`src/rtl/ls_usb_tx_pkg.sv`:
```
package ls_usb_tx_pkg;
  typedef enum logic [2:0] {
    ST_IDLE,
    ST_PRE,
    ST_DATA,
    ST_SE0,
    ST_EOPJ
  } tx_state_e;

  localparam logic [7:0] SYNC_BYTE = 8'h80;
  localparam int unsigned SE0_BITS = 2;
endpackage

```
`src/rtl/ls_usb_tx_bit_timer.sv`:
```
module ls_usb_tx_bit_timer #(
  parameter int unsigned CLK_PER_BIT = 8
) (
  input  logic clk_i,
  input  logic rst_ni,
  input  logic run_i,
  output logic tick_o
);
  localparam int unsigned TW = (CLK_PER_BIT > 2) ? $clog2(CLK_PER_BIT) : 1;
  localparam logic [TW-1:0] LAST = TW'(CLK_PER_BIT - 1);

  logic [TW-1:0] cnt_q;

  assign tick_o = run_i && (cnt_q == LAST);

  always_ff @(posedge clk_i or negedge rst_ni) begin
    if (!rst_ni)          cnt_q <= '0;
    else if (!run_i)      cnt_q <= '0;
    else if (tick_o)      cnt_q <= '0;
    else                  cnt_q <= cnt_q + 1'b1;
  end
endmodule

```
`src/rtl/ls_usb_tx_nrzi_stuffer.sv`:
```
module ls_usb_tx_nrzi_stuffer #(
  parameter int unsigned STUFF_RUN = 6
) (
  input  logic clk_i,
  input  logic rst_ni,
  input  logic load_i,
  input  logic step_i,
  input  logic bit_i,
  output logic line_o,   // 1 = J
  output logic stuff_o   // next step is a stuffed toggle
);
  localparam int unsigned OW = $clog2(STUFF_RUN + 1);

  logic [OW-1:0] ones_q;
  logic          line_q;

  assign line_o  = line_q;
  assign stuff_o = (ones_q == OW'(STUFF_RUN));

  always_ff @(posedge clk_i or negedge rst_ni) begin
    if (!rst_ni) begin
      line_q <= 1'b1;
      ones_q <= '0;
    end else if (load_i) begin
      line_q <= 1'b1;
      ones_q <= '0;
    end else if (step_i) begin
      if (stuff_o || !bit_i) begin
        line_q <= ~line_q;
        ones_q <= '0;
      end else begin
        ones_q <= ones_q + 1'b1;
      end
    end
  end
endmodule

```
`src/rtl/ls_usb_tx.sv`:
```
module ls_usb_tx
  import ls_usb_tx_pkg::*;
#(
  parameter int unsigned CLK_PER_BIT = 8,
  parameter int unsigned STUFF_RUN   = 6,
  parameter int unsigned LEN_W       = 4,
  parameter int unsigned ADDR_W      = 7
) (
  input  logic              clk_i,
  input  logic              rst_ni,
  input  logic              start_i,
  input  logic              hs_i,
  input  logic [LEN_W-1:0]  len_i,
  input  logic [7:0]        hs_pid_i,
  input  logic [7:0]        byte_i,
  output logic              byte_req_o,
  input  logic [ADDR_W-1:0] new_addr_i,
  output logic [ADDR_W-1:0] addr_o,
  output logic              busy_o,
  output logic              done_o,
  output logic              oe_o,
  output logic              dp_o,
  output logic              dm_o
);
  localparam logic [2:0] LAST_BIT = 3'd7;
  localparam logic [2:0] LAST_SE0 = 3'(SE0_BITS - 1);

  tx_state_e        state_q;
  logic [7:0]       sh_q;
  logic [2:0]       bit_idx_q;
  logic [LEN_W-1:0] left_q;
  logic             last_q;
  logic             hs_q;
  logic [7:0]       pid_q;
  logic [ADDR_W-1:0] addr_q;

  logic tick, step, consume, enc_step, enc_load, line, stuff;
  logic [7:0] next_byte;

  ls_usb_tx_bit_timer #(.CLK_PER_BIT(CLK_PER_BIT)) u_timer (
    .clk_i  (clk_i),
    .rst_ni (rst_ni),
    .run_i  (state_q != ST_IDLE),
    .tick_o (tick)
  );

  assign step     = tick && (state_q == ST_PRE || state_q == ST_DATA);
  assign consume  = step && !stuff && !last_q;
  assign enc_step = step && (stuff || !last_q);
  assign enc_load = (state_q == ST_IDLE) && start_i;

  ls_usb_tx_nrzi_stuffer #(.STUFF_RUN(STUFF_RUN)) u_enc (
    .clk_i   (clk_i),
    .rst_ni  (rst_ni),
    .load_i  (enc_load),
    .step_i  (enc_step),
    .bit_i   (sh_q[0]),
    .line_o  (line),
    .stuff_o (stuff)
  );

  assign next_byte  = hs_q ? pid_q : byte_i;
  assign byte_req_o = consume && (bit_idx_q == LAST_BIT) && (left_q != '0) && !hs_q;
  assign done_o     = (state_q == ST_EOPJ) && tick;
  assign busy_o     = (state_q != ST_IDLE);
  assign addr_o     = addr_q;

  always_comb begin
    oe_o = 1'b1;
    dp_o = 1'b0;
    dm_o = 1'b1;
    unique case (state_q)
      ST_IDLE: begin oe_o = 1'b0; dm_o = 1'b0; end
      ST_SE0:  dm_o = 1'b0;
      ST_DATA: begin dp_o = ~line; dm_o = line; end
      default: ;
    endcase
  end

  always_ff @(posedge clk_i or negedge rst_ni) begin
    if (!rst_ni) begin
      state_q   <= ST_IDLE;
      sh_q      <= '0;
      bit_idx_q <= '0;
      left_q    <= '0;
      last_q    <= 1'b0;
      hs_q      <= 1'b0;
      pid_q     <= '0;
      addr_q    <= '0;
    end else begin
      unique case (state_q)
        ST_IDLE: if (start_i) begin
          state_q   <= ST_PRE;
          sh_q      <= SYNC_BYTE;
          bit_idx_q <= '0;
          left_q    <= hs_i ? LEN_W'(1) : len_i;
          last_q    <= 1'b0;
          hs_q      <= hs_i;
          pid_q     <= hs_pid_i;
        end
        ST_PRE, ST_DATA: if (tick) begin
          state_q <= ST_DATA;
          if (!stuff && last_q) begin
            state_q   <= ST_SE0;
            bit_idx_q <= '0;
          end else if (consume) begin
            if (bit_idx_q == LAST_BIT) begin
              bit_idx_q <= '0;
              if (left_q == '0) begin
                last_q <= 1'b1;
              end else begin
                sh_q   <= next_byte;
                left_q <= left_q - 1'b1;
              end
            end else begin
              sh_q      <= sh_q >> 1;
              bit_idx_q <= bit_idx_q + 1'b1;
            end
          end
        end
        ST_SE0: if (tick) begin
          if (bit_idx_q == LAST_SE0) state_q <= ST_EOPJ;
          else                       bit_idx_q <= bit_idx_q + 1'b1;
        end
        ST_EOPJ: if (tick) begin
          state_q <= ST_IDLE;
          if (!hs_q) addr_q <= new_addr_i;  // address moves only after data packets
        end
        default: state_q <= ST_IDLE;
      endcase
    end
  end
endmodule

```
`config.mk`:
```
export PLATFORM = sky130hd
export DESIGN_NAME = ls_usb_tx
export DESIGN_NICKNAME = d
export VERILOG_FILES = /design/src/rtl/ls_usb_tx_pkg.sv /design/src/rtl/ls_usb_tx_bit_timer.sv /design/src/rtl/ls_usb_tx_nrzi_stuffer.sv /design/src/rtl/ls_usb_tx.sv
export SDC_FILE = /design/constraint.sdc
export NUM_CORES = 1
export LEC_CHECK = 0
export ABC_CLOCK_PERIOD_IN_PS = 2050
export BUFFER_PORTS_ARGS = -buffer_cell sky130_fd_sc_hd__buf_4
export CAP_MARGIN = 20
export CORE_UTILIZATION = 30
export CTS_BUF_LIST = sky130_fd_sc_hd__clkbuf_16
export CTS_CLUSTER_SIZE = 10
export DETAILED_ROUTE_END_ITERATION = 8
export REMOVE_ABC_BUFFERS = 1
export SETUP_SLACK_MARGIN = 0.05
export SLEW_MARGIN = 20
export SYNTH_ARGS = -nofsm -noshare
export SYNTH_HDL_FRONTEND = slang
export SYNTH_HIERARCHICAL = 1
export SYNTH_SLANG_ARGS = --single-unit
```
`constraint.sdc`:
```
create_clock -name clk_i -period 2.05 [get_ports clk_i]
set_input_delay 0.1025 -clock clk_i [delete_from_list [all_inputs] [get_ports clk_i]]
set_output_delay 0.1025 -clock clk_i [all_outputs]
set_load 0.01 [all_outputs]
```
# After elaboration in Yosys (flattened, before gate mapping)
# Index checks and enable logic that the tools add are counted.
[word_totals]
regBits = 42
input_bits = 31
output_inout_bits = 13
elab_cells = 123
[classes]
n_addsub = 4
eq_ne = 21
mux = 49
n_bitwise = 2
n_reduce_logical = 36
[op_table]
columns = ["cell", "n"]
rows = [
  ["$mux W8", 7],
  ["$mux W3", 17],
  ["$mux W4", 7],
  ["$ne A2 B2 Y1 const B", 11],
  ["$pmux W8 S2", 1],
  ["$reduce_and A7 Y1", 2],
  ["$eq A3 B3 Y1 const B", 4],
  ["$mux W1", 12],
  ["$pmux W3 S4", 1],
  ["$reduce_and A6 Y1", 2],
  ["$logic_and A1 B1 Y1", 11],
  ["$add A3 B1 Y3 const B", 3],
  ["$pmux W3 S3", 1],
  ["$pmux W4 S2", 1],
  ["$eq A3 B1 Y1 const B", 2],
  ["$eq A3 B2 Y1 const B", 2],
  ["$ne A3 B3 Y1 const B", 2],
  ["$reduce_bool A2 Y1", 3],
  ["$reduce_bool A3 Y1", 2],
  ["$reduce_and A5 Y1", 1],
  ["$logic_not A1 Y1", 4],
  ["$logic_not A4 Y1", 1],
  ["$pmux W1 S2", 2],
  ["$reduce_and A2 Y1", 2],
  ["7 further kinds", 11],
]

# Longest topological paths before layout
# Gate-level depths: netlist of the first run.
[depth]
word_depth = 9
mapped_depth = 10
depth_no_buf = 10

# Hierarchy
# Netlist of the first run, hierarchy kept.
[modules_own_cells]
columns = ["mod", "n_inst", "cells_per_inst", "area_each_um2", "seq_area_each_um2"]
rows = [
  ["ls_usb_tx", 1, 185, 1929.4, 875.8],
  ["ls_usb_tx_nrzi_stuffer", 1, 23, 239.0, 101.3],
  ["ls_usb_tx_bit_timer", 1, 9, 137.6, 75.1],
]

# Worst setup path before layout of the first run
# Ideal clock, no wire load.
[synth_timing]
kind = "flip-flop to flip-flop"
startpoint = "register state_q[2]"
endpoint = "register addr_q[0] (netlist: addr_o[0])"
setup_ns = 0.125
arrival_ns = 2.163
required_time_ns = 1.925
path_slack_ns = -0.238
stages_incl_launch_ff = 10
path_buffers = 3
period_less_slack_ns = 2.288
cell_sequence = "dfrtp_1 -> buf_2 -> inv_1 -> nand2_1 -> and2_2 -> clkbuf_1 -> and3_1 -> nor2b_1 -> buf_2 -> mux2_2"
[synth_via]
elab_chain_cells = 3
word_cells_on_any_way = 4
cone_classes = "eq/ne: 1; reduce/logical: 3"
[synth_rtl]
columns = ["element", "line_no", "text"]
rows = [
  ["from (decl)", "ls_usb_tx.sv:28", "tx_state_e state_q;"],
  ["from (signal assigned)", "ls_usb_tx.sv:82", "state_q <= ST_IDLE;"],
  ["from (signal assigned)", "ls_usb_tx.sv:93", "state_q <= ST_PRE;"],
  ["from (signal assigned)", "ls_usb_tx.sv:102", "state_q <= ST_DATA;"],
  ["$reduce_bool A3 Y1", "--", ""],
  ["net busy_o", "ls_usb_tx.sv:19", "output logic busy_o,"],
  ["$logic_and A1 B1 Y1", "ls_usb_tx_bit_timer.sv:14", "assign tick_o = run_i && (cnt_q == LAST);"],
  ["net tick", "ls_usb_tx.sv:37", "logic tick, step, consume, enc_step, enc_load, line, stuff;"],
  ["$reduce_and A3 Y1 (no line)", "--", ""],
  ["to (signal assigned)", "ls_usb_tx.sv:127", "if (!hs_q) addr_q <= new_addr_i;"],
  ["to (decl)", "ls_usb_tx.sv:35", "logic [ADDR_W-1:0] addr_q;"],
]
# The timed path passes the listed nets, and every way through them passes these cells.
# A chain may end at the register's enable or synchronous reset.

# Worst setup path after layout of the first run
[layout_timing]
startpoint = "register u_timer.cnt_q[1]"
endpoint = "output port byte_req_o"
[layout_via]
elab_chain_cells = 8
[layout_rtl]
columns = ["element", "line_no", "text"]
rows = [
  ["from (decl)", "ls_usb_tx_bit_timer.sv:12", "logic [TW-1:0] cnt_q;"],
  ["from (signal assigned)", "ls_usb_tx_bit_timer.sv:20", "else cnt_q <= cnt_q + 1'b1;"],
  ["$eq A3 B3 Y1", "ls_usb_tx_bit_timer.sv:14", ""],
  ["$logic_and A1 B1 Y1", "ls_usb_tx_bit_timer.sv:14", ""],
  ["net tick", "ls_usb_tx.sv:37", ""],
  ["$logic_and A1 B1 Y1", "ls_usb_tx.sv:47", "assign step = tick && (state_q == ST_PRE || state_q == ST_DATA);"],
  ["$logic_and A1 B1 Y1 (2 in series)", "ls_usb_tx.sv:48", "assign consume = step && !stuff && !last_q;"],
  ["$logic_and A1 B1 Y1 (3 in series)", "ls_usb_tx.sv:63", "assign byte_req_o = consume && (bit_idx_q == LAST_BIT) && (left_q != '0) && !hs_q;"],
  ["to (decl)", "ls_usb_tx.sv:16", "output logic byte_req_o,"],
]
# The timed path passes the listed nets, and every way through them passes these cells.

==> summary.md, run 1 <==
| Metric | Value |
|---|---|
| Die height | 89.7 µm |
| Register area share after synthesis | 45.6% |
| Maximum root-to-sink buffer count | 2 |
| Met2 routed WL | 2470 µm |
| Worst path required time | 1.95 ns |
| Root buffer cell | clkbuf_16 |
| Setup ws final | 0.0518 ns |
| Number of global-route vias before repair | 1775 |
| Critical path arrival | 1.90 ns |
| Clock sinks | 42 |
| Yosys Warn Count | 6 |
| Register area | 1050 µm² |
| Clk_skew | 0.00612 ns |
| Largest net degree at the start of global routing | 43 |
| Clock transition at path regs | 0.06 ns |
| FP Rows | 31 |
| Post-synth ARST share | 100% |
| Setup-failing EPs final | 0 |
| Number of H-tree levels | 2 |
| RD Place Congestion | 0.763 |
| Final Hold Fails | 0 |
| Layout cell share with drive strength beyond 1 | 45.6% |
| Post-route ant nets | 0 |
| Min Tclk post-route | 2.00 ns |
| Total congestion overflow | 0 |
| Worst skew pair latency | 0.28 ns |
| Highest metal used | met4 |
| Final cell count without fillers | 384 |
| Avg Inst Size Synth | 10.6 µm² |
| Synth Instances | 217 |
| Crit share post-route | 97.5% |
| Finished Cell Area | 3240 µm² |
| Max-cap viol count | 0 |
| WL final | 5080 µm |
| Top cells by area, synth | dfrtp_1 (44%), mux2_2 (13%), ha_1 (4.3%) |
| Yosys reg bits | 42 |
| Initial DRC count | 71 |
| Fmax | 0.500 GHz |
| Pre-CTS WS | -0.0620 ns |
| RSZ-0062 raised after global routing | yes |
| Synthesized area | 2310 µm² |
| Antenna violations before repair | 0 |
| Worst Tran Pin Value | 0.557 ns |
| Leakage power | 1.52 nW |
| Peak VDD IR | 497 µV |
| Total CTS buffers | 5 |
| Placed instance area | 2850 µm² |
| Die Wd | 89.7 µm |
| Final #Nets | 323 |
| ANT cells | 0 |
| Core ar. | 7330 µm² |
| First-pass GRT wire length | 8200 µm |
| Wl on met1 | 2330 µm |
| Post-synth EDFFs | 0 |
| DP Cell Count | 366 |
| Filler instances | 700 |
| Die Area | 8040 µm² |
| HP Class | primary input to flip-flop |
| Setup crit end kind | output pin |
| Routed vias | 1858 |
| CP Max Fanout | 3 |
| Post-synth top flop | dfrtp_1 |
| DR DRC count | 0 |
| Routed WL per cell | 13.2 µm |
| Startpoint Class | flip-flop |
| Initial Util | 31.5% |
| Status | complete, no violations |
| Pwr Density | 1250 nW/µm² |
| Routed wl met3 | 237 µm |
| Post-synthesis cell type count | 42 |
| 1st-pass router iterations | 4 |
| Area taken by multi-input logic gates | 1290 µm² |
| IO Pins | 44 |
| Fin Hold WS | 0.0521 ns |
| Post-DP HPWL | 3560 µm |
| CTS tree | yes |
| Vias per cell | 4.84 |
| Hold Crit Depth | 2 |
| Synth area leader | dfrtp_1 |
| Crit Path Class | flip-flop to output pin |
| Layout area overhead | 40.5% |
| IO buf count | 43 |
| Synth top area share | 44.5% |
| Final Slew Violations | 0 |
| Slew headroom | 62.9% |
| All-layer global routing usage | 13.3% |
| R2r worst-path depth | 9 |
## routing by layer
layer | vias to the layer above | track usage [%]
met2 | 44 | 21.4
met5 | - | 0
met1 | 904 | 17.8
met4 | 0 | 3.90
met3 | 7 | 3.20
li1 | 903 | -
## critical path: stages, from the launching register on
cell	delay (ns)
dfrtp_1	0.38
ha_4	0.15
ha_4	0.12
and2_4	0.14
nor3b_4	0.21
buf_6	0.13
nand2_4	0.06
nor4_4	0.27
buf_4	0.16
## metrics by stage
| stage | utilization, % | TNS (ns) | total power [mW] |
|---|---|---|---|
| after global routing | 44.2 | -0.0282 | 4.34 |
| after CTS | 41.6 | 0 | 3.89 |
| final | 44.2 | 0 | 4.05 |
| after global placement | 38.9 | 0 | 2.95 |
| after detailed placement | 38.9 | -0.391 | 2.98 |
| after floorplan | - | -5.26 | 2.36 |
## path summary, 6_finish.rpt
path                                       start    endpoint  slack [ns]
min in group asynchronous                 rst_ni   left_q[0]        0.35
max in group asynchronous                 rst_ni     sh_q[4]        1.30
worst max-delay path            u_timer/cnt_q[1]  byte_req_o        0.05
worst min-delay path               new_addr_i[1]   addr_o[1]        0.05
worst max register to register   u_enc/ones_q[0]     sh_q[2]        0.11
worst min register to register          pid_q[5]    pid_q[5]        0.51
## state kept, by name, indices dropped and copies added, names as in the netlist
name / count
addr_o: 7
pid_q: 8
hs_q: 1
state_q: 3
u_enc/line_o: 1
bit_idx_q: 3
u_timer/cnt_q: 3
u_enc/ones_q: 3
left_q: 4
last_q: 1
sh_q: 8
## cell usage in the layout (no fill, tap or decap), drive strengths merged, types with 10 or more instances in the layout
cell type,Yosys,layout
mux2i,10,10
dfrtp,41,41
mux2,26,26
nand2,13,13
inv,12,14
buf,7,71
nor2,18,18
a21oi,14,14
a211oi,10,10
## where the power goes
group	internal [mW]	switching [mW]	leakage, nW	total, mW
clock	0.565	0.304	0.0864	0.870
combinational	1.00	0.878	0.902	1.88
sequential	1.10	0.194	0.536	1.30
## cells by family after synthesis
family	share of synthesized area, %
compound gates	12.1
fa+ha+maj	5.21
buf+inv	4.40
flops	45.6
mux	17.0
simple gates	15.6
## cell type report
| cell class | instances | share of cell area, % |
|---|---|---|
| inverters | 12 | 1.47 |
| multi-input cells | 151 | 39.8 |
| clock buffers | 5 | 3.86 |
| repair buffers | 72 | 17.4 |
| flip-flops and latches | 42 | 32.5 |
| clock inverters | 3 | 1.16 |
| well taps | 99 | 3.82 |
## cells in the mapped netlist (4+ instances only)
library cell,n
a211oi_1,9
a21oi_1,14
a31oi_1,4
buf_2,6
clkbuf_1,5
dfrtp_1,41
ha_1,8
inv_1,11
mux2_2,26
mux2i_1,10
nand2_1,13
nor2_1,18
nor3_1,4
## timing repair
item / in CTS / in global routing
pin swaps: 2 / 10
hold endpoints to repair: 41 / 0
endpoints found under the setup margin: 21 / 19
hold buffers: 1 / 0
setup buffers: 1 / 8
cloned: 0 / 0
gates resized for setup: 6 / 31
Note: power is estimated with default switching activity, not from simulation.
==> run 2, diff against run 1 <==
ABC_CLOCK_PERIOD_IN_PS = 2000   (was 2050)
CELL_PAD_IN_SITES_DETAIL_PLACEMENT = 0   (was default)
CELL_PAD_IN_SITES_GLOBAL_PLACEMENT = 1   (was default)
PLACE_DENSITY_LB_ADDON = 0.1   (was default)
clock period = 2 ns   (was 2.05 ns; I/O delays follow)
==> summary.md, run 2 (same netlist as run 1, synthesis figures left out) <==
| Metric | Value |
|---|---|
| Final Hold Fails | 0 |
| CTS tree | yes |
| Sw Share | 35.8% |
| All-layer global routing usage | 14.1% |
| Post-DP HPWL | 3620 µm |
| RD Place Congestion | 0.740 |
| Layout Utilization | 44.1% |
| Min Tclk post-route | 1.99 ns |
| Gr busiest metal | met2 |
| 1st-pass router iterations | 4 |
| Die height | 89.7 µm |
| Worst Tran Pin Value | 0.652 ns |
| Number of global-route vias before repair | 1817 |
| Layout area overhead | 40.2% |
| Crit Path Class | flip-flop to flip-flop |
| FP Rows | 31 |
| Most frequent cells in the layout | buf_4 (71), dfrtp_1 (41), mux2_2 (18) |
| Reg2reg setup slack | 0.01 ns |
| Total congestion overflow | 0 |
| Sequential Power Share | 33.4% |
| Number of H-tree levels | 2 |
| Gate power share | 46.9% |
| Root buffer cell | clkbuf_16 |
| Initial DRC count | 29 |
| Largest net degree at the start of global routing | 43 |
| Post-route ant nets | 0 |
| IO Pins | 44 |
| Initial Util | 31.5% |
| Met2 Use GR | 22.5% |
| Leakage power | 1.52 nW |
| Antenna violations before repair | 0 |
| Final #Nets | 325 |
| Area taken by multi-input logic gates | 1300 µm² |
| Psw | 1.46 mW |
| Critical path arrival | 2.16 ns |
| IO buf count | 43 |
| DR DRC count | 0 |
| Fmax | 0.503 GHz |
| Final Power | 4.07 mW |
| Layout cell share with drive strength beyond 1 | 47.4% |
| Vias per cell | 4.76 |
| Total CTS buffers | 5 |
| Hold Crit Depth | 2 |
| Peak VDD IR | 675 µV |
| Clock transition at path regs | 0.06 ns |
| Max-cap viol count | 0 |
| HP Class | primary input to flip-flop |
| GR Util met3 | 3.02% |
| Hold Path Origin | hs_pid_i[7] |
| Clk_skew | 0.00412 ns |
| Maximum root-to-sink buffer count | 2 |
| Clock sinks | 42 |
| Die Area | 8040 µm² |
| Finished Cell Area | 3230 µm² |
| Startpoint Class | flip-flop |
| WL final | 5300 µm |
| First-pass GRT wire length | 8590 µm |
| Final cell count without fillers | 386 |
| Internal power | 2.61 mW |
| Reg2reg end | sh_q[5] |
| R2r worst-path depth | 9 |
| DP Cell Count | 370 |
| Status | complete, no violations |
| Worst skew pair latency | 0.28 ns |
| Register area | 1050 µm² |
| Crit share post-route | 99.5% |
| Final Slew Violations | 0 |
| Most common cell after layout, fill and taps aside | buf_4 |
| Setup crit end kind | flip-flop |
| CP Max Fanout | 8 |
| RSZ-0062 raised after global routing | yes |
| Die Wd | 89.7 µm |
| Worst path required time | 2.17 ns |
| CP startpoint | u_timer/cnt_q[0] |
| Routed vias | 1838 |
| Filler instances | 710 |
| ANT cells | 0 |
| Clock power share | 19.8% |
| Pwr Density | 1260 nW/µm² |
| Placed instance area | 2870 µm² |
| WHS Endpoint | pid_q[7] |
| Routed WL per cell | 13.7 µm |
| GR Util met1 | 18.9% |
| Slew headroom | 56.5% |
| Core ar. | 7330 µm² |
| Setup-failing EPs final | 0 |
| Worst flop-to-flop path startpoint | u_timer/cnt_q[0] |
==> run 2: how the worst max path moves through the flow <==
| stage | end | slack [ns] | cells past startpoint |
|---|---|---|---|
| global route | byte_req_o | -0.09 | 8 |
| CTS | left_q[0] | 0.007 | 9 |
| floorplan | sh_q[0] | -0.41 | 7 |
| detailed placement | addr_o[6] | -0.11 | 6 |
| finish | sh_q[5] | 0.01 | 9 |
| global placement | addr_o[4] | -0.09 | 6 |
==> run 2: area by class of cell <==
class	instances	area share, %
Sequential cell	42	32.6
Inverter	12	1.39
Clock inverter	3	0.658
Multi-Input combinational cell	151	40.2
Tap cell	99	3.83
Clock buffer	5	3.87
Timing Repair Buffer	74	17.5
==> run 2: metrics by stage <==
stage / worst slack [ns] / hold WS, ns / TNS [ns]
6_report: 0.0108 / 0.0448 / 0
4_1_cts: 0.00729 / 0.0345 / 0
5_1_grt: -0.0914 / 0.0337 / -0.979
3_3_place_gp: -0.0868 / 0.142 / -0.598
2_1_floorplan: -0.413 / -0.196 / -6.39
3_5_place_dp: -0.109 / 0.136 / -0.803
==> run 2: layer usage <==
metal | wire length, µm | share of wire, %
met5 | 0 | 0
met4 | 46 | 0.87
met3 | 148 | 2.8
met2 | 2530 | 48
met1 | 2570 | 49
==> run 2: worst max-delay path: stages, from the launching register on <==
cell and delay, ns:
dfrtp_1 0.35, ha_2 0.19, ha_4 0.13, and2_4 0.14, nor3b_4 0.20, buf_4 0.14, a21oi_2 0.06, nor3_4 0.17
buf_6 0.17, mux2_2 0.33
==> run 2: what timing repair did <==
item	in CTS	in global routing
pin swaps	3	9
gates resized for setup	9	29
endpoints found under the hold margin	41	0
setup buffers	1	7
setup endpoints to repair	22	24
hold buffers	1	0
==> run 2: power by group through the flow <==
stage / registers [mW] / clock network [mW] / logic [mW]
floorplan: 1.34 / 0 / 1.08
global placement: 1.35 / 0 / 1.70
detailed placement: 1.36 / 0 / 1.70
CTS: 1.35 / 0.842 / 1.74
global route: 1.40 / 0.879 / 2.13
finish: 1.36 / 0.804 / 1.91
